--- config.mk ---
export PLATFORM = sky130hd
export DESIGN_NAME = word_align
export DESIGN_NICKNAME = d
export VERILOG_FILES = /design/src/rtl/word_align_pkg.sv /design/src/rtl/word_align_match.sv /design/src/rtl/word_align_shift.sv /design/src/rtl/word_align_ctrl.sv /design/src/rtl/word_align.sv
export SDC_FILE = /design/constraint.sdc
export NUM_CORES = 1
export LEC_CHECK = 0
export BUFFER_PORTS_ARGS = -buffer_cell sky130_fd_sc_hd__buf_2
export CAP_MARGIN = 40
export CORE_MARGIN = 10
export CORE_UTILIZATION = 45
export DETAILED_ROUTE_END_ITERATION = 10
export PLACE_DENSITY = 0.64
export SLEW_MARGIN = 25
export SYNTH_ARGS = -nofsm -noshare
export SYNTH_HDL_FRONTEND = slang
export SYNTH_SLANG_ARGS = --single-unit
--- constraint.sdc ---
create_clock -name clk_i -period 2.95 [get_ports clk_i]
set_input_delay 0.59 -clock clk_i [delete_from_list [all_inputs] [get_ports clk_i]]
set_output_delay 0.59 -clock clk_i [all_outputs]
set_load 0.05 [all_outputs]
--- src/rtl/word_align_pkg.sv ---
package word_align_pkg;
  typedef enum logic [1:0] {
    WA_MANUAL  = 2'd0,
    WA_BITSLIP = 2'd1,
    WA_DETLAT  = 2'd2
  } wa_mode_e;

  typedef enum logic [1:0] {
    WA_LEN7  = 2'd0,
    WA_LEN10 = 2'd1,
    WA_LEN20 = 2'd2
  } wa_len_e;

  function automatic int unsigned wa_len_bits(input logic [1:0] code);
    case (wa_len_e'(code))
      WA_LEN7:  return 7;
      WA_LEN10: return 10;
      default:  return 20;
    endcase
  endfunction
endpackage

--- src/rtl/word_align_match.sv ---
module word_align_match #(
  parameter int unsigned W  = 10,
  parameter int unsigned OW = $clog2(W)
) (
  input  logic            clk_i,
  input  logic            rst_ni,
  input  logic [2*W-1:0]  win_i,
  input  logic [W-1:0]    pat_i,
  input  logic [1:0]      len_i,
  output logic            hit_o,
  output logic [OW-1:0]   off_o
);
  import word_align_pkg::*;

  logic [W-1:0] mask;
  logic [W-1:0] match;

  always_comb begin
    for (int i = 0; i < int'(W); i++) mask[i] = (unsigned'(i) < wa_len_bits(len_i));
  end

  for (genvar k = 0; k < int'(W); k++) begin : g_cmp
    assign match[k] = (((win_i[k +: W] ^ pat_i) & mask) == '0);
  end

  // lowest offset wins
  always_comb begin
    hit_o = 1'b0;
    off_o = '0;
    for (int k = int'(W) - 1; k >= 0; k--) begin
      if (match[k]) begin
        hit_o = 1'b1;
        off_o = OW'(k);
      end
    end
  end

  AST_HIT_IS_LOWEST: assert property (@(posedge clk_i) disable iff (!rst_ni)
    hit_o |-> (match[off_o] && ((match & ((W'(1) << off_o) - W'(1))) == '0)));
  AST_NO_HIT_NO_MATCH: assert property (@(posedge clk_i) disable iff (!rst_ni)
    !hit_o |-> (match == '0));
endmodule

--- src/rtl/word_align_shift.sv ---
module word_align_shift #(
  parameter int unsigned W  = 10,
  parameter int unsigned OW = $clog2(W)
) (
  input  logic           clk_i,
  input  logic           rst_ni,
  input  logic [2*W-1:0] win_i,
  input  logic [OW-1:0]  sel_i,
  output logic [W-1:0]   data_o
);
  always_ff @(posedge clk_i or negedge rst_ni) begin
    if (!rst_ni) data_o <= '0;
    else         data_o <= win_i[sel_i +: W];
  end
endmodule

--- src/rtl/word_align_ctrl.sv ---
module word_align_ctrl #(
  parameter int unsigned W          = 10,
  parameter int unsigned OW         = $clog2(W),
  parameter bit          AUTO_FIRST = 1'b0
) (
  input  logic          clk_i,
  input  logic          rst_ni,
  input  logic [1:0]    mode_i,
  input  logic          align_en_i,
  input  logic          slip_req_i,
  input  logic          slip_ack_i,
  input  logic          hit_i,
  input  logic [OW-1:0] hit_off_i,
  output logic [OW-1:0] sel_o,
  output logic          sync_o,
  output logic          slip_vld_o,
  output logic [OW-1:0] slip_cnt_o
);
  import word_align_pkg::*;

  wa_mode_e      mode;
  logic          en_q, sr_q, armed_q;
  logic [OW-1:0] off_q, off_inc;
  logic          en_rise, slip_rise;

  assign mode      = wa_mode_e'(mode_i);
  assign en_rise   = align_en_i & ~en_q;
  assign slip_rise = slip_req_i & ~sr_q;
  assign off_inc   = (off_q == OW'(W - 1)) ? '0 : off_q + 1'b1;

  // bypass the found offset so data and sync leave on the same edge
  always_comb begin
    if (mode == WA_DETLAT)                                     sel_o = '0;
    else if (mode == WA_MANUAL && armed_q && hit_i && !en_rise) sel_o = hit_off_i;
    else                                                       sel_o = off_q;
  end

  always_ff @(posedge clk_i or negedge rst_ni) begin
    if (!rst_ni) begin
      en_q       <= 1'b0;
      sr_q       <= 1'b0;
      armed_q    <= AUTO_FIRST;
      off_q      <= '0;
      sync_o     <= 1'b0;
      slip_vld_o <= 1'b0;
      slip_cnt_o <= '0;
    end else begin
      en_q <= align_en_i;
      sr_q <= slip_req_i;
      if (slip_vld_o && slip_ack_i) slip_vld_o <= 1'b0;
      case (mode)
        WA_MANUAL: begin
          if (en_rise) begin
            armed_q <= 1'b1;
            sync_o  <= 1'b0;
          end else if (armed_q && hit_i) begin
            off_q   <= hit_off_i;
            armed_q <= 1'b0;
            sync_o  <= 1'b1;
          end
        end
        WA_BITSLIP: begin
          if (slip_rise) begin
            off_q  <= off_inc;
            sync_o <= 1'b0;
          end
        end
        WA_DETLAT: begin
          if (en_rise) begin
            armed_q <= 1'b1;
            sync_o  <= 1'b0;
          end else if (armed_q && hit_i && !slip_vld_o) begin
            if (hit_off_i == '0) begin
              sync_o  <= 1'b1;
              armed_q <= 1'b0;
            end else begin
              slip_cnt_o <= hit_off_i;
              slip_vld_o <= 1'b1;
            end
          end
        end
        default: ;
      endcase
    end
  end

  AST_SEL_IN_RANGE: assert property (@(posedge clk_i) disable iff (!rst_ni)
    32'(sel_o) < W);
  AST_LOCK_HOLDS: assert property (@(posedge clk_i) disable iff (!rst_ni)
    (mode == WA_MANUAL && sync_o && !en_rise) |=> $stable(off_q));
  AST_REARM_CLEARS: assert property (@(posedge clk_i) disable iff (!rst_ni)
    (mode == WA_MANUAL && en_rise) |=> !sync_o);
  AST_SLIP_NEEDS_REQ: assert property (@(posedge clk_i) disable iff (!rst_ni)
    (mode == WA_BITSLIP && !slip_rise) |=> $stable(off_q));
  AST_SLIP_NO_SYNC: assert property (@(posedge clk_i) disable iff (!rst_ni)
    (mode == WA_BITSLIP && !sync_o) |=> !sync_o);
  AST_CNT_HELD: assert property (@(posedge clk_i) disable iff (!rst_ni)
    (slip_vld_o && !slip_ack_i) |=> (slip_vld_o && $stable(slip_cnt_o)));
  AST_CNT_NONZERO: assert property (@(posedge clk_i) disable iff (!rst_ni)
    slip_vld_o |-> (slip_cnt_o != '0));
endmodule

--- src/rtl/word_align.sv ---
module word_align #(
  parameter int unsigned W          = 10,
  parameter bit          AUTO_FIRST = (W == 20)
) (
  input  logic                   clk_i,
  input  logic                   rst_ni,
  input  logic [W-1:0]           data_i,
  input  logic [1:0]             mode_i,
  input  logic [W-1:0]           pat_i,
  input  logic [1:0]             pat_len_i,
  input  logic                   align_en_i,
  input  logic                   slip_req_i,
  input  logic                   slip_ack_i,
  output logic [W-1:0]           data_o,
  output logic                   sync_o,
  output logic                   slip_vld_o,
  output logic [$clog2(W)-1:0]   slip_cnt_o
);
  import word_align_pkg::*;

  localparam int unsigned OW = $clog2(W);

  logic [W-1:0]   prev_q;
  logic [2*W-1:0] win;
  logic           hit;
  logic [OW-1:0]  hit_off, sel;

  always_ff @(posedge clk_i or negedge rst_ni) begin
    if (!rst_ni) prev_q <= '0;
    else         prev_q <= data_i;
  end

  assign win = {data_i, prev_q};

  word_align_match #(.W(W), .OW(OW)) u_match (
    .clk_i (clk_i), .rst_ni (rst_ni), .win_i (win), .pat_i (pat_i),
    .len_i (pat_len_i), .hit_o (hit), .off_o (hit_off)
  );

  word_align_ctrl #(.W(W), .OW(OW), .AUTO_FIRST(AUTO_FIRST)) u_ctrl (
    .clk_i (clk_i), .rst_ni (rst_ni), .mode_i (mode_i),
    .align_en_i (align_en_i), .slip_req_i (slip_req_i), .slip_ack_i (slip_ack_i),
    .hit_i (hit), .hit_off_i (hit_off), .sel_o (sel),
    .sync_o (sync_o), .slip_vld_o (slip_vld_o), .slip_cnt_o (slip_cnt_o)
  );

  word_align_shift #(.W(W), .OW(OW)) u_shift (
    .clk_i (clk_i), .rst_ni (rst_ni), .win_i (win), .sel_i (sel), .data_o (data_o)
  );

  logic [W-1:0] cmp_mask;
  always_comb begin
    for (int i = 0; i < int'(W); i++) cmp_mask[i] = (unsigned'(i) < wa_len_bits(pat_len_i));
  end

  AST_SYNC_CARRIES_PAT: assert property (@(posedge clk_i) disable iff (!rst_ni)
    $rose(sync_o) |-> (((data_o ^ pat_i) & cmp_mask) == '0));
  AST_DL_UNSHIFTED: assert property (@(posedge clk_i) disable iff (!rst_ni)
    (wa_mode_e'(mode_i) == WA_DETLAT) |=> (data_o == $past(prev_q)));
endmodule

==> results of run 1 <==
[layer usage]
metal	wire length (um)	share of wire (%)	GRT usage (%)	vias up
li1	-	-	-	1702
met1	4814	42	23.26	1767
met2	5814	51	32.05	120
met3	615	5.4	3.245	28
met4	250	2.2	4.461	0
met5	0	0	0	-
[logic make-up after synthesis]
logic type | after synthesis
and+or+nand+nor | 110
AOI/OAI and AO/OA | 78
DFF | 33
buffers and inverters | 47
muxes | 41
xor gates and xnor gates | 100
[worst paths after layout]
check	to
max	u_shift.data_o[0]
min	prev_q[1]
max reg2reg	u_shift.data_o[0]
min reg2reg	u_ctrl.slip_cnt_o[2]
max in group asynchronous	u_shift.data_o[2]
min in group clk_i	u_ctrl.en_q
[cell usage in the layout (no fill, tap or decap), drive strengths merged, types with 3 or more instances in the layout]
| cell type | synthesis | final |
|---|---|---|
| xnor2 | 23 | 23 |
| mux2i | 33 | 33 |
| nor3 | 22 | 22 |
| clkbuf | 7 | 5 |
| a211oi | 6 | 6 |
| nor4 | 9 | 9 |
| a21oi | 13 | 13 |
| and2 | 4 | 4 |
| or2 | 3 | 3 |
| a22oi | 3 | 3 |
| o211ai | 10 | 10 |
| o22ai | 4 | 4 |
| nor2b | 7 | 7 |
| nand2b | 5 | 5 |
| inv | 7 | 7 |
| nor2 | 19 | 19 |
| dfrtp | 33 | 33 |
| buf | 33 | 164 |
| nand3 | 11 | 11 |
| xor2 | 77 | 77 |
| a211o | 3 | 3 |
| mux2 | 8 | 8 |
| o21ai | 14 | 14 |
| a31oi | 3 | 3 |
| nand2 | 21 | 21 |
[timing repair]
action                     in CTS  in global routing
pin swaps                      19                 19
resized for setup              52                 42
cloned                          1                  0
setup endpoints to repair      12                 15
buffers inserted                9                  9
[report_power, final]
| group | internal, mW | switching, mW |
|---|---|---|
| Sequential | 0.528 | 0.0480 |
| Clock | 0.163 | 0.188 |
| Combinational | 0.569 | 0.741 |
| Total | 1.26 | 0.978 |
[registers in the layout, indices dropped and copies added, names as in the netlist]
name               cells
u_ctrl.armed_q         1
u_ctrl.slip_vld_o      1
u_ctrl.off_q           4
u_shift.data_o        10
u_ctrl.en_q            1
u_ctrl.sync_o          1
prev_q                10
u_ctrl.sr_q            1
u_ctrl.slip_cnt_o      4
[area by class of cell]
cell class / instances / area [um2]
clock buffers: 5 / 68.82
inverters: 7 / 26.28
flip-flops and latches: 33 / 830.8
well taps: 102 / 127.6
clock inverters: 3 / 17.52
multi-input cells: 329 / 2768
fillers: 576 / 2517
repair buffers: 164 / 1371
==> results_dict.tcl, run 1 <==
set metrics [dict create \
    status "complete, but fails checks" \
    violations "negative setup slack" \
    cts-root-buf "clkbuf_8" \
    hold_viol_final 0 \
    area_delta_synth_final_pct 45.34 \
    syn-instance-count 409 \
    drcViolationCount 0 \
    clkLatencyLatePin_ns 0.29 \
    fin_util_pct 67.42 \
    grt.total_usage_pct 18.49 \
    holdWs_ns 0.2319 \
    overflow 0 \
    dieWidth_um 109.3 \
    path_cells "buf_12 -> xor2_1 -> nor3_1 -> o211ai_1 -> o2111ai_2 -> nor2_2 -> a21oi_2 -> mux2_4 -> buf_12 -> mux2_4 -> nor2_2 -> a211oi_2 -> o31a_1" \
    antenna_found_initial 0 \
    ios 45 \
    cts_hold_buf 0 \
    cpPeakStageDelay_ns 0.42 \
    grt_pass1_wl_mm 18.06 \
    first_pass_iters 5 \
    final_cells 643 \
    dieHeight_um 109.3 \
    crit_family "compound AO/OA/AOI/OAI gates" \
    viasPerCell 5.625 \
    finalSetupViolCount 10 \
    synth-simple-area-share_pct 16.44 \
    wire_per_inst_um 17.88 \
    cap_violations 0 \
    syn-num-nets 438 \
    synth.mux.area_fraction_pct 11.94 \
    crit_buf_inv 2 \
    ys_ff_latch 33 \
    slew_violations 0 \
    setup_ws_ns -0.2192 \
    path_depth 13 \
    slowest_stage "dfrtp_1" \
    post-route-min-period_ns 3.169 \
    clockBufferDepth 2 \
    dp_hpwl_mm 8.063 \
    synth_area_leaders "dfrtp_1, xor2_1, mux2i_1, xnor2_1, nor3_1" \
    worstMarginPinSlew_ns 0.4539 \
    grt_pass1_vias 3590 \
    rsz0062_at_grt "true" \
    placed_area_mm2 0.004536 \
    synth_area_mm2 0.003585 \
    crit_path_start "prev_q[8]" \
    reg2reg_depth 13 \
    fp-row-count 32 \
    ant_nets 0 \
    portBuffers 44 \
    ys_types 60 \
    initial_core_util_pct 46.39 \
    yosysMostFrequentCell "xor2_1" \
    timing.final.crit_share_pct 107.4 \
    layout.nets 569 \
    path_clk_slew_ns 0.08 \
    path_class "flip-flop to flip-flop" \
    h-tree-depth 2 \
    antenna_cells 0 \
    design.core.area_mm2 0.007727 \
    synth_flop_cell "dfrtp_1" \
    powerDensity_mw_per_mm2 429.5 \
    num_vias 3617 \
    cts_tree "built" \
    ys_seq_area_share_pct 23.04 \
    place_ws_ns -0.5384 \
    cts_buffers 5 \
    p_total_mw 2.238 \
    grt_max_degree 34 \
    synth_compound_area_share_pct 16.30 \
    globalplace.congestion 0.8921 \
    cp-end-kind "flip-flop" \
    cts_sinks 33 \
    slew-limit-headroom_pct 69.74 \
    hp-class "input port to asynchronous set/reset pin" \
    crit_arrival_ns 3.35 \
    synth_fa_ha_area_share_pct 0 \
    cp_max_fo 9 \
    synth_async_sr_flop_share_pct 100.0 \
    maxClockFrequency_ghz 0.3155 \
    leakage_nw 2.374 \
    drtIter0Drc 272 \
    synth_top_family_by_area "XOR/XNOR gates" \
    fp.dieArea_mm2 0.01194 \
    clock_skew_ns 0.01209 \
    vdd_drop_max_uv 383.6 \
    dp_cells 615 \
    synth_edf_count 0 \
    post_synth.cell_area_avg_um2 8.765 \
    synth_top_area_share_pct 23.04 \
    startpoint_type "flip-flop" \
    synth_top_cell_by_area "dfrtp_1" \
    cp_data_required_time_ns 3.13 \
    r2r-start "prev_q[8]" \
    layout-drive-gt1-share_pct 44.18 \
    synth_xor_area_share_pct 24.43 \
    r2r_slack_ns -0.22 \
    fin_tns_setup_ns -1.690 \
    routed_wl_mm 11.49 \
    netlist_top_cells_count "xor2_1, dfrtp_1, mux2i_1" \
    yosysWarnings 0 \
    final_area_mm2 0.005210 \
]
(Power assumes the default switching activity.)
==> run 2: changes to the inputs <==
--- a/config.mk
+++ b/config.mk
@@ -6,12 +6,12 @@
 export NUM_CORES = 1
 export LEC_CHECK = 0
 export BUFFER_PORTS_ARGS = -buffer_cell sky130_fd_sc_hd__buf_2
-export CAP_MARGIN = 40
+export CAP_MARGIN = 20
 export CORE_MARGIN = 10
 export CORE_UTILIZATION = 45
 export DETAILED_ROUTE_END_ITERATION = 10
 export PLACE_DENSITY = 0.64
-export SLEW_MARGIN = 25
 export SYNTH_ARGS = -nofsm -noshare
 export SYNTH_HDL_FRONTEND = slang
 export SYNTH_SLANG_ARGS = --single-unit
+export TNS_END_PERCENT = 10
==> results_dict.tcl, run 2 (same netlist as run 1, synthesis figures left out) <==
set metrics [dict create \
    status "complete, but fails checks" \
    violations "negative setup slack" \
    path_clk_slew_ns 0.08 \
    slew_violations 0 \
    crit_family "compound AO/OA/AOI/OAI gates" \
    crit_buf_inv 1 \
    slowest_stage "dfrtp_2" \
    slew-limit-headroom_pct 49.02 \
    clkLatencyLatePin_ns 0.30 \
    combinationalPowerShare_pct 55.1 \
    cts_tree "built" \
    globalplace.congestion 0.9657 \
    routed_wl_mm 10.94 \
    drtIter0Drc 213 \
    viasPerCell 5.522 \
    dieHeight_um 109.3 \
    cpPeakStageDelay_ns 0.49 \
    switchingPower_mw 0.9263 \
    overflow 0 \
    cts-root-buf "clkbuf_8" \
    place_ws_ns -0.4934 \
    p_seq_share_pct 26.8 \
    path_class "flip-flop to flip-flop" \
    grt_pass1_wl_mm 17.22 \
    worstMarginPinSlew_ns 0.7647 \
    cp_max_fo 6 \
    multi_input_area_mm2 0.002705 \
    clock_skew_ns 0.01233 \
    fp-row-count 32 \
    powerDensity_mw_per_mm2 440.8 \
    final_common_cell "buf_4" \
    leakage_nw 2.237 \
    cp-end-kind "flip-flop" \
    internal_power_mw 1.224 \
    startpoint_type "flip-flop" \
    layout.nets 552 \
    clockBufferDepth 2 \
    initial_core_util_pct 46.39 \
    cp_data_required_time_ns 3.14 \
    dp_cells 607 \
    num_vias 3457 \
    layout-drive-gt1-share_pct 41.22 \
    hold_viol_final 0 \
    finalSetupViolCount 10 \
    cts_sinks 33 \
    hp-class "input port to asynchronous set/reset pin" \
    cts_buffers 5 \
    ios 45 \
    design.core.area_mm2 0.007727 \
    grt_pass1_vias 3289 \
    power_frac_clock_pct 18.0 \
    grt_max_degree 34 \
    crit_arrival_ns 3.28 \
    vdd_drop_max_uv 390.2 \
    reg_top3 "prev_q x10, u_shift.data_o x10" \
    h-tree-depth 2 \
    final_cells 626 \
    maxClockFrequency_ghz 0.3236 \
    timing.final.crit_share_pct 104.8 \
    dieWidth_um 109.3 \
    first_pass_iters 5 \
    area_delta_synth_final_pct 36.13 \
    fill_cells 632 \
    antenna_found_initial 0 \
    swShare_pct 43.07 \
    dp_hpwl_mm 7.894 \
    fp.dieArea_mm2 0.01194 \
    wire_per_inst_um 17.47 \
    post-route-min-period_ns 3.091 \
    ant_nets 0 \
    antenna_cells 0 \
    grt.total_usage_pct 17.83 \
    rsz0062_at_grt "true" \
    path_cells "xor2_1 -> nor4_1 -> o211ai_1 -> buf_4 -> o211ai_1 -> a211oi_2 -> o21ai_2 -> mux2i_1 -> mux2i_1 -> and3_1 -> a21o_1 -> a211o_1" \
    cap_violations 0 \
    seqCellArea_um2 830.8 \
    drcViolationCount 0 \
    setup_ws_ns -0.1405 \
    final_cell_mix "buf_4, xor2_1, buf_2" \
    portBuffers 44 \
]
[run 2: cell count changes in the layout (fill, tap and decap cells not counted), moves of 4 or more]
cell / before / now
buf_4: 109 / 101
nor3_2: 5 / 11
buf_12: 7 / 2
nor3_1: 16 / 11
buf_8: 4 / 0
[run 2: metal layers]
layer  track usage, %  vias up  share of wire [%]
met5                0        -                  0
met4            4.554        0                1.6
met3            2.891       17                3.6
met2            28.11       75                 48
met1            24.72     1698                 47
li1                 -     1667                  -
[run 2: per-stage QoR]
stage	total power, mW	area (um2)	hold WS (ns)	TNS, ns	util [%]
final	2.151	4880	0.3473	-0.7682	63.15
after floorplan	1.361	3598	0.2944	-1.346	-
after CTS	2.103	4684	0.3845	-0.6919	60.62
after global routing	2.267	4880	0.4105	-2.033	63.15
after global placement	1.642	4393	0.4872	-4.493	56.85
after detailed placement	1.658	4393	0.4976	-5.064	56.85
[run 2: path summary, 6_finish.rpt]
path	startpoint	endpoint	slack, ns	depth (start not counted)
min in group clk_i	slip_req_i	u_ctrl.sr_q	0.42	1
max in group asynchronous	rst_ni	prev_q[9]	2.04	1
setup / recovery	prev_q[5]	u_shift.data_o[2]	-0.14	12
hold reg to reg	u_ctrl.slip_cnt_o[3]	u_ctrl.slip_cnt_o[3]	0.51	1
hold / removal	rst_ni	u_ctrl.off_q[3]	0.35	1
setup reg to reg	prev_q[5]	u_shift.data_o[2]	-0.14	12
[run 2: worst register-to-register path, delay by kind of cell (launching register included)]
family          cells  cell delay [ns]
compound gates      6             1.22
simple gates        2             0.50
flops               1             0.49
mux                 2             0.39
buf+inv             1             0.21
xor+xnor            1             0.17
[run 2: repair_timing]
| item | in CTS | in global routing |
|---|---|---|
| gates cloned | 1 | 0 |
| pin swaps | 9 | 16 |
| gates resized for setup | 29 | 50 |
| setup endpoints to repair | 11 | 15 |
| hold buffers | 0 | 0 |
| buffers inserted | 9 | 1 |
[run 2: layout make-up]
cell class | instances | share of cell area (%)
multi-input combinational | 330 | 55.44
clock inverter | 1 | 0.1026
clock buffer | 7 | 1.974
sequential | 33 | 17.03
timing repair buffer | 146 | 22.31
tap | 102 | 2.615
inverter | 7 | 0.5385
[run 2: power groups by stage]
stage,registers (mW),logic [mW],clock network [mW]
3_3_place_gp,0.584,1.06,0
6_report,0.577,1.19,0.388
5_1_grt,0.585,1.27,0.416
2_1_floorplan,0.773,0.588,0
3_5_place_dp,0.587,1.07,0
4_1_cts,0.575,1.13,0.397
==> run 3: changes to the inputs <==
--- a/config.mk
+++ b/config.mk
@@ -10,7 +10,7 @@
 export CORE_MARGIN = 10
 export CORE_UTILIZATION = 45
 export DETAILED_ROUTE_END_ITERATION = 10
-export PLACE_DENSITY = 0.64
+export PLACE_DENSITY = 0.78
 export SYNTH_ARGS = -nofsm -noshare
 export SYNTH_HDL_FRONTEND = slang
 export SYNTH_SLANG_ARGS = --single-unit
==> results_dict.tcl, run 3 (same netlist as run 1, synthesis figures left out) <==
set metrics [dict create \
    slowest_stage "dfrtp_2" \
    globalplace.congestion 0.9563 \
    worstMarginPinSlew_ns 0.7767 \
    cpPeakStageDelay_ns 0.43 \
    cp-end-kind "flip-flop" \
    grt_pass1_vias 3797 \
    cp_common_cell "mux2_4" \
    area_delta_synth_final_pct 34.31 \
    fin_util_pct 62.31 \
    fp-row-count 32 \
    first_pass_iters 7 \
    cp_data_required_time_ns 3.13 \
    path_depth 13 \
    ant_nets 0 \
    viasPerCell 5.939 \
    cts-root-buf "clkbuf_8" \
    hold_viol_final 0 \
    setup_ws_ns -0.2441 \
    clkLatencyLatePin_ns 0.30 \
    cts_hold_buf 0 \
    clock_skew_ns 0.01231 \
    portBuffers 44 \
    post-route-min-period_ns 3.194 \
    grt_pass1_wl_mm 18.90 \
    layout.nets 545 \
    dieHeight_um 109.3 \
    initial_core_util_pct 46.39 \
    grt.total_usage_pct 19.64 \
    timing.final.crit_share_pct 108.3 \
    p_total_mw 2.136 \
    crit_buf_inv 2 \
    slew-limit-headroom_pct 48.22 \
    clockBufferDepth 2 \
    cts_buffers 5 \
    cts_tree "built" \
    path_cells "buf_12 -> buf_4 -> xnor2_1 -> nand3_1 -> nor3_2 -> nand4bb_4 -> nor2_4 -> a21oi_4 -> mux2_4 -> mux2_4 -> nor2_1 -> a211oi_1 -> o31a_1" \
    rsz0062_at_grt "true" \
    path_class "flip-flop to flip-flop" \
    fp.dieArea_mm2 0.01194 \
    startpoint_type "flip-flop" \
    powerDensity_mw_per_mm2 443.7 \
    status "complete, but fails checks" \
    drtIter0Drc 415 \
    wire_per_inst_um 19.08 \
    place_ws_ns -0.6839 \
    overflow 0 \
    vdd_drop_max_uv 328.0 \
    crit_family "simple AND/OR/NAND/NOR gates" \
    reg_top3 "prev_q x10, u_shift.data_o x10" \
    violations "negative setup slack" \
    grt_max_degree 34 \
    h-tree-depth 2 \
    final_cell_mix "buf_4, xor2_1, buf_2" \
    path_clk_slew_ns 0.08 \
    crit_arrival_ns 3.37 \
    final_common_cell "buf_4" \
    dieWidth_um 109.3 \
    antenna_cells 0 \
    hp-class "input port to asynchronous set/reset pin" \
    fill_cells 604 \
    leakage_nw 2.209 \
    num_vias 3676 \
    routed_wl_mm 11.81 \
    antenna_found_initial 0 \
    drcViolationCount 0 \
    maxClockFrequency_ghz 0.3131 \
    cp_max_fo 5 \
    dp_hpwl_mm 8.278 \
    cap_violations 0 \
    design.core.area_mm2 0.007727 \
    slew_violations 0 \
    layout-drive-gt1-share_pct 39.85 \
    cts_sinks 33 \
    reg2reg_depth 13 \
    ios 45 \
    finalSetupViolCount 10 \
]
-- run 3: power by group --
part | internal (mW) | total [mW] | switching, mW | leakage (nW)
Sequential | 0.528 | 0.580 | 0.0517 | 0.399
Combinational | 0.482 | 1.21 | 0.730 | 1.76
Clock | 0.164 | 0.344 | 0.181 | 0.0450
-- run 3: final timing paths --
| path | endpoint | slack (ns) | startpoint |
|---|---|---|---|
| hold / removal | prev_q[0] | 0.36 | rst_ni |
| max in group asynchronous | prev_q[7] | 2.04 | rst_ni |
| min in group clk_i | u_ctrl.en_q | 0.42 | align_en_i |
| hold reg to reg | u_ctrl.slip_cnt_o[0] | 0.50 | u_ctrl.slip_cnt_o[0] |
| setup reg to reg | u_shift.data_o[0] | -0.24 | prev_q[8] |
| setup / recovery | u_shift.data_o[0] | -0.24 | prev_q[8] |
-- run 3: layer usage --
metal	track usage [%]	share of wire [%]	wire length (um)
met5	0	0	0
met4	8.457	3.4	398
met3	4.189	7.9	939
met2	33.98	50	5852
met1	22.91	39	4621
-- run 3: layout make-up --
| type | instances | area [um2] | share of cell area [%] |
|---|---|---|---|
| Inverter | 7 | 26.28 | 0.5457 |
| Timing Repair Buffer | 139 | 1010 | 20.97 |
| Sequential cell | 33 | 832.0 | 17.28 |
| Clock buffer | 6 | 72.57 | 1.507 |
| Tap cell | 102 | 127.6 | 2.651 |
| Clock inverter | 2 | 10.01 | 0.2079 |
| Multi-Input combinational cell | 330 | 2736 | 56.83 |
-- run 3: through the flow --
step	hold WS, ns	instance area (um2)	setup TNS [ns]	cells
after global routing	0.4037	4815	-3.174	619
after detailed placement	0.4933	4355	-7.521	602
final	0.3587	4815	-1.806	619
after CTS	0.3934	4761	-0.6245	619
after floorplan	0.2944	3598	-1.346	409
after global placement	0.4872	4355	-5.570	602
-- run 3: timing repair --
item | in CTS | in global routing
cloned | 1 | 0
gates resized for setup | 48 | 14
pin swaps | 15 | 2
buffers inserted | 8 | 0
endpoints found under the setup margin | 12 | 15
